### src/rtl/lanemask_pkg.sv
package lanemask_pkg;
  typedef enum logic [2:0] {
    LM_NONE    = 3'd0,
    LM_SAVE    = 3'd1,
    LM_NARROW  = 3'd2,
    LM_SWAP    = 3'd3,
    LM_RESTORE = 3'd4,
    LM_JUMP    = 3'd5
  } lm_cmd_e;

  localparam int unsigned LM_LANES_DEF = 64;
  localparam int unsigned LM_DEPTH_DEF = 8;
endpackage

### src/rtl/lanemask_dec.sv
module lanemask_dec #(
  parameter int unsigned DEPTH = 8,
  localparam int unsigned DW = $clog2(DEPTH + 1)
) (
  input  logic          clk,
  input  logic          rst_n,
  input  logic          cmd_valid,
  input  logic [2:0]    cmd,
  input  logic [DW-1:0] pop_cnt,
  input  logic [DW-1:0] depth,
  input  logic          mask_zero,
  output logic          push_ok,
  output logic          narrow_ok,
  output logic          swap_ok,
  output logic          pop_ok,
  output logic          fault
);
  import lanemask_pkg::*;

  localparam logic [DW-1:0] FULL = DW'(DEPTH);

  logic is_save, is_narrow, is_swap, wants_pop;
  logic full_hit, empty_hit, deep_hit;

  always_comb begin
    is_save   = cmd_valid && (cmd == LM_SAVE);
    is_narrow = cmd_valid && (cmd == LM_NARROW);
    is_swap   = cmd_valid && (cmd == LM_SWAP);
    wants_pop = cmd_valid && ((cmd == LM_RESTORE) || ((cmd == LM_JUMP) && mask_zero));
    full_hit  = is_save && (depth == FULL);
    empty_hit = is_swap && (depth == '0);
    deep_hit  = wants_pop && (pop_cnt > depth);
    push_ok   = is_save && !full_hit;
    narrow_ok = is_narrow;
    swap_ok   = is_swap && !empty_hit;
    pop_ok    = wants_pop && !deep_hit && (pop_cnt != '0);
    fault     = full_hit || empty_hit || deep_hit;
  end

  // a granted save never finds the stack at its limit
  a_r8_no_push_full: assert property (@(posedge clk) disable iff (!rst_n)
    push_ok |-> (depth < FULL));
  // a granted restore never asks for more levels than exist
  a_r8_no_pop_deep: assert property (@(posedge clk) disable iff (!rst_n)
    pop_ok |-> (pop_cnt <= depth) && (pop_cnt != '0));
  // nothing is granted without a valid command
  a_r9_idle_quiet: assert property (@(posedge clk) disable iff (!rst_n)
    !cmd_valid |-> !(push_ok || narrow_ok || swap_ok || pop_ok || fault));
endmodule

### src/rtl/lanemask_stack.sv
module lanemask_stack #(
  parameter int unsigned LANES = 64,
  parameter int unsigned DEPTH = 8,
  localparam int unsigned DW = $clog2(DEPTH + 1),
  localparam int unsigned AW = (DEPTH > 1) ? $clog2(DEPTH) : 1
) (
  input  logic             clk,
  input  logic             rst_n,
  input  logic             push_en,
  input  logic [LANES-1:0] push_data,
  input  logic             pop_en,
  input  logic [DW-1:0]    pop_n,
  output logic [DW-1:0]    depth,
  output logic [LANES-1:0] top_q,
  output logic [LANES-1:0] rest_q
);
  logic [LANES-1:0] entry [DEPTH];
  logic [DW-1:0]    depth_q;
  logic [AW-1:0]    top_idx, rest_idx;

  for (genvar g = 0; g < DEPTH; g++) begin : g_entry
    always_ff @(posedge clk) begin
      if (push_en && (depth_q == DW'(g))) entry[g] <= push_data;
    end
  end

  always_ff @(posedge clk) begin
    if (!rst_n)       depth_q <= '0;
    else if (push_en) depth_q <= depth_q + DW'(1);
    else if (pop_en)  depth_q <= depth_q - pop_n;
  end

  always_comb begin
    top_idx  = AW'(depth_q - DW'(1));
    rest_idx = AW'(depth_q - pop_n);
    top_q    = (depth_q == '0) ? '0 : entry[top_idx];
    rest_q   = entry[rest_idx];
    depth    = depth_q;
  end

  // a save adds exactly one level
  a_r2_push_depth: assert property (@(posedge clk) disable iff (!rst_n)
    push_en |=> depth_q == $past(depth_q) + DW'(1));
  // a restore removes exactly the requested number of levels
  a_r5_pop_depth: assert property (@(posedge clk) disable iff (!rst_n)
    pop_en |=> depth_q == $past(depth_q) - $past(pop_n));
  // depth never exceeds the stack size
  a_r8_depth_bound: assert property (@(posedge clk) disable iff (!rst_n)
    depth_q <= DW'(DEPTH));
endmodule

### src/rtl/lanemask_ctl.sv
module lanemask_ctl #(
  parameter int unsigned LANES = lanemask_pkg::LM_LANES_DEF,
  parameter int unsigned DEPTH = lanemask_pkg::LM_DEPTH_DEF,
  localparam int unsigned DW = $clog2(DEPTH + 1)
) (
  input  logic             clk,
  input  logic             rst_n,
  input  logic             cmd_valid,
  input  logic [2:0]       cmd,
  input  logic [LANES-1:0] pred,
  input  logic [DW-1:0]    pop_cnt,
  output logic [LANES-1:0] mask,
  output logic             skip,
  output logic [DW-1:0]    depth,
  output logic             err
);
  function automatic logic [LANES-1:0] narrow_fn(input logic [LANES-1:0] cur,
                                                 input logic [LANES-1:0] p);
    return cur & p;
  endfunction

  function automatic logic [LANES-1:0] swap_fn(input logic [LANES-1:0] saved,
                                               input logic [LANES-1:0] p);
    return saved & ~p;
  endfunction

  logic [LANES-1:0] mask_q, top_q, rest_q;
  logic             err_q, mask_zero;
  logic             push_ok, narrow_ok, swap_ok, pop_ok, fault;

  assign mask_zero = (mask_q == '0);

  lanemask_dec #(.DEPTH(DEPTH)) u_dec (
    .clk       (clk),
    .rst_n     (rst_n),
    .cmd_valid (cmd_valid),
    .cmd       (cmd),
    .pop_cnt   (pop_cnt),
    .depth     (depth),
    .mask_zero (mask_zero),
    .push_ok   (push_ok),
    .narrow_ok (narrow_ok),
    .swap_ok   (swap_ok),
    .pop_ok    (pop_ok),
    .fault     (fault)
  );

  lanemask_stack #(.LANES(LANES), .DEPTH(DEPTH)) u_stack (
    .clk       (clk),
    .rst_n     (rst_n),
    .push_en   (push_ok),
    .push_data (mask_q),
    .pop_en    (pop_ok),
    .pop_n     (pop_cnt),
    .depth     (depth),
    .top_q     (top_q),
    .rest_q    (rest_q)
  );

  always_ff @(posedge clk) begin
    if (!rst_n) begin
      mask_q <= '1;
      err_q  <= 1'b0;
    end else begin
      if (fault)          err_q  <= 1'b1;
      if (narrow_ok)      mask_q <= narrow_fn(mask_q, pred);
      else if (swap_ok)   mask_q <= swap_fn(top_q, pred);
      else if (pop_ok)    mask_q <= rest_q;
    end
  end

  assign mask = mask_q;
  assign skip = mask_zero;
  assign err  = err_q;

  // the error flag holds until reset
  a_r8_err_sticky: assert property (@(posedge clk) disable iff (!rst_n)
    err_q |=> err_q);
  // a faulting command leaves mask and depth untouched
  a_r8_fault_hold: assert property (@(posedge clk) disable iff (!rst_n)
    fault |=> $stable(mask_q) && $stable(depth));
  // narrowing never turns a lane on
  a_r3_narrow_only: assert property (@(posedge clk) disable iff (!rst_n)
    narrow_ok |=> (mask_q & ~$past(mask_q)) == '0);
  // a save keeps the live mask
  a_r2_save_keeps: assert property (@(posedge clk) disable iff (!rst_n)
    push_ok |=> $stable(mask_q));
  // idle cycles change nothing
  a_r9_idle_stable: assert property (@(posedge clk) disable iff (!rst_n)
    !cmd_valid |=> $stable(mask_q) && $stable(depth) && $stable(err_q));
endmodule

### config.mk
export PLATFORM = sky130hd
export DESIGN_NAME = lanemask_ctl
export DESIGN_NICKNAME = d
export VERILOG_FILES = /design/src/rtl/lanemask_pkg.sv /design/src/rtl/lanemask_dec.sv /design/src/rtl/lanemask_stack.sv /design/src/rtl/lanemask_ctl.sv
export SDC_FILE = /design/constraint.sdc
export NUM_CORES = 1
export LEC_CHECK = 0
export ABC_AREA = 0
export CAP_MARGIN = 20
export CORE_ASPECT_RATIO = 0.5
export CORE_UTILIZATION = 45
export CTS_BUF_LIST = sky130_fd_sc_hd__clkbuf_2 sky130_fd_sc_hd__clkbuf_4 sky130_fd_sc_hd__clkbuf_8
export DETAILED_ROUTE_END_ITERATION = 8
export PLACE_DENSITY = 0.6
export SLEW_MARGIN = 20
export SYNTH_ARGS = -nofsm -noshare
export SYNTH_HDL_FRONTEND = slang
export SYNTH_SLANG_ARGS = --single-unit
### constraint.sdc
create_clock -name clk -period 4.75 [get_ports clk]
set_input_delay 1.1875 -clock clk [delete_from_list [all_inputs] [get_ports clk]]
set_output_delay 1.1875 -clock clk [all_outputs]
set_load 0.03 [all_outputs]
After elaboration in Yosys (flattened, before gate mapping)
Memories as Yosys holds them, arrays and structs flattened.
Cells that the tools add are included.
{"block": "word_totals", "regBits": 69, "ram_bits": 512, "inputBits": 74, "output_inout_bits": 70, "word_cells": 105, "memories": 1}
{"block": "op_classes", "n_addsub": 3, "order_cmp": 1, "n_eq_ne": 13, "mux": 43, "n_bitwise": 3, "n_reduce_logical": 38}
{"name": "u_stack.entry", "words": 8, "width": 64, "read_ports": 2, "rd_clocked_by_memory_dff": 0, "write_ports": 1, "line_no": "lanemask_stack.sv:17", "source": "logic [LANES-1:0] entry [DEPTH];"}
{"op": "2-to-1 mux 64 bit", "n": 11}
{"op": "OR reduction 64 bit", "n": 7}
{"op": "AND 64 bit", "n": 2}
{"op": "zero test 64 bit", "n": 1}
{"op": "NOT 64 bit", "n": 1}
{"op": "2-to-1 mux 1 bit", "n": 23}
{"op": "2-to-1 mux 3 bit", "n": 7}
{"op": "logical AND 1 bit", "n": 20}
{"op": "== test 4 x 3 -> 1 bit (second input constant)", "n": 4}
{"op": "== test 4 x 2 -> 1 bit (second input constant)", "n": 2}
{"op": "2-to-1 mux 4 bit", "n": 2}
{"op": "== test 3 x 2 -> 1 bit (second input constant)", "n": 2}
{"op": "== test 3 bit (second input constant)", "n": 2}
{"op": "adder 4 x 1 -> 4 bit (second input constant)", "n": 1}
{"op": "== test 4 x 1 -> 1 bit (second input constant)", "n": 1}
{"op": "== test 4 bit (second input constant)", "n": 1}
{"op": "> comparator 4 bit", "n": 1}
{"op": "zero test 4 bit", "n": 1}
{"op": "nonzero test 4 bit", "n": 1}
{"op": "subtractor 4 bit", "n": 1}
{"op": "== test 3 x 1 -> 1 bit (second input constant)", "n": 1}
{"op": "zero test 1 bit", "n": 3}
{"op": "logical OR 1 bit", "n": 3}
{"op": "nonzero test 3 bit", "n": 1}
{"op": "2 further kinds", "n": 2}

Logic depth before layout (Yosys ltp)
Gate-level depths: netlist (run 1).
{"block": "depth", "word_depth": 16, "ltp_mapped": 12, "ltp_nobuf": 9}

Modules after synthesis
A second synthesis (run 1) with hierarchy kept.
{"block": "unflattened", "hier_cells": 1513, "area_unflattened_um2": 27308.7}
{"mod": "lanemask_stack", "n_inst": 1, "cells_per_inst": 1034, "area_each_um2": 23348.6, "seq_area_each_um2": 15454.8}
{"mod": "lanemask_ctl", "n_inst": 1, "cells_per_inst": 452, "area_each_um2": 3748.6, "seq_area_each_um2": 1301.2}
{"mod": "lanemask_dec", "n_inst": 1, "cells_per_inst": 27, "area_each_um2": 211.5, "seq_area_each_um2": 0.0}

Worst setup path after synthesis (run 1)
OpenSTA, ideal clock, no wires.
{"block": "synth_path", "path_type": "input to register", "start": "input port cmd[2]", "end": "memory u_stack.entry[5][0] (enable)", "setup_time_ns": 0.429, "arrival_time_ns": 3.393, "required_time_ns": 4.321, "slack_ns": 0.928, "stages": 3, "path_buffers": 0, "cell_sequence": "nand3b_2 nor4b_1 and2_1"}
{"block": "synth_between", "elab_chain_len": 16, "word_cells_on_any_way": 50, "classes_between": "eq/ne: 1; mux: 30; reduce/logical: 19"}
{"element": "start, declared", "line_no": "lanemask_ctl.sv:9", "source": "input logic [2:0] cmd,"}
{"element": "== test 3 x 1 -> 1 bit *", "line_no": "lanemask_dec.sv:26", "source": "is_save = cmd_valid && (cmd == LM_SAVE);"}
{"element": "logical AND 1 bit *", "line_no": "lanemask_dec.sv:26"}
{"element": "logical AND 1 bit", "line_no": "lanemask_dec.sv:30", "source": "full_hit = is_save && (depth == FULL);"}
{"element": "zero test 1 bit", "line_no": "lanemask_dec.sv:33", "source": "push_ok = is_save && !full_hit;"}
{"element": "logical AND 1 bit *", "line_no": "lanemask_dec.sv:33"}
{"element": "logical AND 1 bit", "line_no": "lanemask_stack.sv:23", "source": "if (push_en && (depth_q == DW'(g))) entry[g] <= push_data;"}
{"element": "2-to-1 mux 1 bit", "line_no": "lanemask_stack.sv:23"}
{"element": "2-to-1 mux 1 bit (not written as such)", "line_no": "lanemask_stack.sv:23"}
{"element": "OR reduction 64 bit (no source line)"}
{"element": "2-to-1 mux 3 bit (no source line) or 2-to-1 mux 1 bit (tied branches) (7 in a row)"}
{"element": "end, declared", "line_no": "lanemask_stack.sv:17"}
Every way passes the cells marked *; elsewhere a longest branch is shown, timed or not.

Final worst setup path (run 1)
{"block": "layout_path", "start": "register mask_q[18], in the netlist mask[18]", "end": "output port skip"}
{"block": "layout_between", "elab_chain_len": 1}
{"element": "start, declared", "line_no": "lanemask_ctl.sv:27", "source": "logic [LANES-1:0] mask_q, top_q, rest_q;"}
{"element": "start signal, assigned", "line_no": "lanemask_ctl.sv:66", "source": "if (narrow_ok) mask_q <= narrow_fn(mask_q, pred);"}
{"element": "start signal, assigned", "line_no": "lanemask_ctl.sv:67", "source": "else if (swap_ok) mask_q <= swap_fn(top_q, pred);"}
{"element": "start signal, assigned", "line_no": "lanemask_ctl.sv:68", "source": "else if (pop_ok) mask_q <= rest_q;"}
{"element": "zero test 64 bit", "line_no": "lanemask_ctl.sv:31", "source": "assign mask_zero = (mask_q == '0);"}
{"element": "end, declared", "line_no": "lanemask_ctl.sv:13", "source": "output logic skip,"}
No other way between the ends.

==> metrics.txt, run 1 <==
status complete, no violations; Initial Util 46.2%; Root Driver clkbuf_8; sequential share of the synthesized area 60.4%; Synth Area in Adders 0.433%; placed instance area 0.0306 mm2; Post-Synth Simple-Gate Area 7.77%; die area 0.0627 mm2; most used flip-flop cell after synthesis edfxtp_1; worst setup path class reg -> out; max_cap viols 0; main combinational cell family by area after synthesis multiplexers; worst skew pair latency 680 ps; Yosys cell types 55; internal power 8.29 mW; final hold vios 0; setup TNS 0 ps; hold slack 604 ps; syn_nets 2026; nets 2180; Worst Skew 35.4 ps; CP Max Fanout 13; WP data required 3560 ps; CP startpoint mask[18]; total wire length 87.2 mm; count leader, synth edfxtp_1; Slew headroom 39.1%; switch share 24.3%; worst min-delay path class reg -> reg; Psw 2.67 mW; FF-to-FF End mask[3]; worst r2r path cells 7; Die Wd 353 um; Pins Over Slew Limit 0; DR WL/cell 29.2 um; Num Clock Sinks 581; Worst-Margin Slew 914 ps; Final setup viols 0; PwrDens 338 mW/mm2; vias in the first global route 19200; Total GRT Usage 27.6%; CTS tree done; synthesized area 0.0277 mm2; Remaining DRCs 0; first-pass GRT wire length 127 mm; sequential share of power 50.7%; mean post-synth cell area 14.3 um2; startpoint types register; largest net degree at the start of global routing 87; CTS buffer count 87; minimum clock period 4610 ps; CTS Buffer Depth 3; share of cells above drive strength 1 18.9%; number of H-tree levels 3; DPL Wire Length 45.9 mm; Synth Area in Compound Gates 11.0%; GRT overflow 0; Post-synth top cells edfxtp_1 (512), nand2_1 (261), mux2i_1 (191); Die Y 178 um; via count 19500; post-synthesis sequential element count 581; share of the synthesized area in the top cell type 55.4%; Layout fillers 4965; DR iter-0 viols 2079; RSZ-0062 raised after global routing false; Warnings, synthesis 0; area growth from synthesis to layout 16.9%; Final Cell Area 0.0324 mm2; Clock Pin Slew Worst Setup and Hold Paths 70 ps; core footprint 0.0601 mm2; Routed Antenna Nets 0; reg-to-reg slack, setup 1120 ps; TritonRoute pass-1 iters 5; Final period util 97.0%; R2R Path Start u_stack.depth[0]; cts hold-fix bufs 0; GP Congestion 0.820; crit path capture type primary output; Post-synth EDFFs 512; crit path to skip; ys async rst share 0%; Crit path arrival time 3420 ps; fmax 0.217 GHz; I/O Pins 144; Post-Synth XOR/XNOR Area 0.185%; I/O Buffers 143; Clock Power Share 38.7%; peak supply drop 179 uV; vias per cell 6.52; power share of the combinational group 10.6%; largest cells by area after synthesis edfxtp_1 (55%), mux4_2 (11%), mux2i_1 (6.9%); Mapped Cells 1943; Leak Pwr 10.8 nW; initial antenna violation count 1; mux cell area share after synthesis 17.4%; row count 63; cell taking the most area after synthesis edfxtp_1
[per-layer routing]
layer | vias to the layer above | wire, um | global-route usage (%) | share of wire, %
met2 | 1029 | 40200 | 43.4 | 46
met5 | - | 0 | 0 | 0
met4 | 0 | 2080 | 8.41 | 2.4
met3 | 165 | 8030 | 5.21 | 9.2
li1 | 8303 | - | - | -
met1 | 9980 | 36900 | 38.9 | 42
[worst max-delay path, cell delays in order (launching register included)]
cell and delay, ps:
dfxtp_1 470, nor4_1 550, nand4_1 290, or4_1 630, inv_1 140, clkdlybuf4s50_1 680
[worst min-delay path by stage]
stage	startpoint	endpoint	slack (ps)	cells after the start
floorplan	err	err	660	2
global placement	err	err	560	2
detailed placement	err	err	570	2
CTS	err	err	580	2
global route	err	err	600	2
finish	err	err	600	2
[power groups by stage]
stage          Sequential (mW)  Clock, mW  Combinational, mW
4_1_cts                   5.56       4.31               1.15
6_report                  5.56       4.24               1.16
5_1_grt                   5.56       4.50               1.23
3_3_place_gp              5.67          0               1.14
3_5_place_dp              5.67          0               1.15
2_1_floorplan             5.68          0              0.727
[metrics by stage]
stage	setup slack (ps)	utilization, %	total power [mW]	std cells
floorplan	928	-	6.41	1943
global placement	597	51.0	6.81	2820
detailed placement	580	51.0	6.82	2820
CTS	38.0	54.0	11.0	2983
global route	32.0	54.0	11.3	2984
finish	143	54.0	11.0	2985
[layout by cell type (no fill, tap or decap), types with 2 or more instances in the layout]
cell	instances
a221oi_1	63
nor2_1	3
clkdlybuf4s50_1	141
buf_12	26
clkbuf_4	35
ha_1	6
clkinv_2	11
nand3_1	4
nand2_1	261
inv_1	9
diode_2	2
dfxtp_1	69
a31oi_1	66
nand2b_1	2
a311oi_1	64
nor2b_1	3
nor4_1	12
and3_1	124
a211oi_1	3
xor2_4	2
nor3b_1	2
nand4_1	5
and3_2	2
o211ai_1	64
a32oi_1	63
and2_4	8
nor4_2	6
or3_1	2
mux4_2	130
buf_4	65
inv_6	2
ha_4	2
nor2_4	4
o21ai_0	4
clkinv_1	13
edfxtp_1	512
clkbuf_8	100
mux2i_1	191
a21oi_1	64
[timing repair]
action | 4_1_cts | 5_1_grt
buffers inserted | 0 | 0
setup endpoints to repair | 1 | 1
resized for setup | 4 | 1
[logic make-up after synthesis]
group           Yosys count
compound gates          402
xor+xnor                  5
fa+ha+maj                 9
buf+inv                 177
flops                   581
mux                     321
simple gates            448
[state kept, by name (all words and copies together), names as in the netlist]
| signal | count |
|---|---|
| mask | 64 |
| u_stack.depth | 4 |
| u_stack.entry | 512 |
| err | 1 |
[area by class of cell]
class | instances | area, um2 | area share, %
sequential | 581 | 16800 | 51.6
inverter | 9 | 33.8 | 0.104
tap | 812 | 1020 | 3.13
timing repair buffer | 233 | 2420 | 7.47
multi-input combinational | 1185 | 10400 | 32.1
clock inverter | 28 | 159 | 0.490
antenna | 2 | 5.00 | 0.0154
clock buffer | 135 | 1640 | 5.05
(Power assumes the default switching activity.)
==> inputs of run 2 (changes only) <==
- clock period: 4.75 -> 4.9 ns (I/O delays scaled with it)
==> run 2 against run 1 <==
Setup slack lost 140 ps. Sequential cell count is the same. Via count shrank 0.10%. Combinational power shrank 3%. Sequential power shrank 3%. Non-clock buffer count shrank 21. Sequential share of layout area grew 0.33 points. Final cell count shrank 0.97%. Register-to-register slack lost 80 ps. Clock-buffer cell count shrank 4. Critical path depth is the same.
==> metrics.txt, run 2 (synthesized netlist as in run 1, its figures left out) <==
vias per cell 6.58 (+0.88%); CTS tree done; max reg flops 512 (unchanged); peak supply drop 172 uV (-4.2%); Worst-Margin Slew 1150 ps (+234 ps); global-route met3 utilization 4.57% (-0.65 points); Psw 2.57 mW (-3.7%); power share of the combinational group 10.7% (about the same); M1 GR Usage 39.2% (+0.28 points); initial antenna violation count 1 (unchanged); Root Driver clkbuf_8; GP Congestion 0.814 (-0.70%); gr busiest metal met2; crit path capture type primary output; first-pass GRT wire length 125 mm (-0.82%); vias in the first global route 19100 (-0.57%); setup TNS 0 ps (unchanged); worst setup path class reg -> out; Num Clock Sinks 581 (unchanged); hold path depth 1 (-1); WP data required 3670 ps (+110 ps); area growth from synthesis to layout 16.2%; Clock Power Share 38.0% (-0.7 points); sequential share of power 51.4% (+0.7 points); Total GRT Usage 27.5% (-0.10 points); CP Max Fanout 13 (unchanged); DR iter-0 viols 1819 (-13%); number of H-tree levels 3 (unchanged); internal power 7.93 mW (-4.4%); Die Wd 353 um (unchanged); final hold vios 0 (unchanged); Leak Pwr 10.7 nW (-1.3%); commonest non-fill, non-tap cell in the layout edfxtp_1; total wire length 86.8 mm (-0.45%); nets 2157 (-1.1%); CTS Buffer Depth 3 (unchanged); Largest Register u_stack.entry; Initial Util 46.2% (unchanged); status complete, no violations; Worst Skew 37.0 ps (+1.68 ps); fmax 0.204 GHz; RSZ-0062 raised after global routing false; share of cells above drive strength 1 17.5% (-1.3 points); I/O Buffers 143 (unchanged); DR WL/cell 29.4 um (+0.53%); PwrDens 326 mW/mm2 (-3.6%); GRT overflow 0 (unchanged); largest net degree at the start of global routing 115 (+32%); Clock Pin Slew Worst Setup and Hold Paths 70 ps (about the same); Die Y 178 um (unchanged); max_cap viols 0 (unchanged); via count 19500 (-0.10%); TritonRoute pass-1 iters 5 (unchanged); core footprint 0.0601 mm2 (unchanged); CTS buffer count 85 (-2.3%); commonest non-fill, non-tap cells in the layout edfxtp_1 (512), nand2_1 (261), mux2i_1 (191), clkdlybuf4s50_1 (141), mux4_2 (130); Final setup viols 0 (unchanged); Final Cell Area 0.0322 mm2 (-0.64%); worst skew pair latency 680 ps (about the same); placed instance area 0.0305 mm2 (-0.46%); minimum clock period 4890 ps; Remaining DRCs 0 (unchanged); Pins Over Slew Limit 0 (unchanged); worst min-delay path class reg -> reg; row count 63 (unchanged); worst r2r path cells 7 (unchanged); Crit path arrival time 3670 ps (+250 ps); met2 Track Usage GR 43.2% (-0.24 points); setup bufs post-CTS 0 (unchanged); hold slack 598 ps (-6.55 ps); DPL Wire Length 44.8 mm (-2.4%); die area 0.0627 mm2 (unchanged); switch share 24.5% (+0.13 points); startpoint types register; I/O Pins 144 (unchanged); Slew headroom 23.4% (-16 points); Final period util 99.9%; Routed Antenna Nets 0 (unchanged)
-- run 2: changes by cell type in the layout (fill, tap and decap cells not counted), moves of 2 or more --
cell      delta
buf_12       +2
buf_4       -25
clkbuf_4     -2
clkbuf_8     -2
clkinv_1     +3
clkinv_2     -7
nor4_1       +3
nor4_2       -3
-- run 2: metal layers --
metal / vias to the layer above / wire length (um)
met5: - / 0
met4: 0 / 2180
met3: 172 / 7790
met2: 1002 / 39600
met1: 10000 / 37200
li1: 8245 / -
-- run 2: timing repair --
item	in CTS	in global routing
setup endpoints to repair	1	0
resized for setup	2	0
hold buffers	0	0
-- run 2: worst paths after layout --
path                    startpoint                    to  slack [ps]
setup / recovery           mask[4]                  skip           7
hold / removal            mask[21]  u_stack.entry[6][21]         600
setup reg to reg  u_stack.depth[0]              mask[37]        1040
hold reg to reg           mask[21]  u_stack.entry[6][21]         600
-- run 2: power by group through the flow --
stage	clock, mW	sequential [mW]	combinational (mW)
floorplan	0	5.51	0.705
global placement	0	5.50	1.10
detailed placement	0	5.50	1.10
CTS	4.05	5.39	1.11
global route	4.26	5.39	1.18
finish	3.98	5.39	1.12
-- run 2: cell type report --
class                      count  area (um2)
fill                        4958       27800
sequential                   581       16800
multi-input combinational   1185       10400
timing repair buffer         212        2320
clock buffer                 131        1600
tap                          812        1020
clock inverter                25         124
inverter                       9        33.8
antenna                        1        2.50
-- run 2: metrics by stage --
step,worst slack (ps),cells,util (%),power (mW)
floorplan,1040,1943,-,6.21
global placement,409,2798,50.7,6.60
detailed placement,475,2798,50.7,6.60
CTS,21.9,2954,53.6,10.6
global route,1.00,2956,53.7,10.8
finish,6.68,2956,53.7,10.5
-- run 2: worst max-delay path: stages (launching register included) --
cell,delay [ps]
dfxtp_1,430
nor4_1,800
nand4_1,390
or4_1,550
inv_1,160
clkdlybuf4s50_1,690
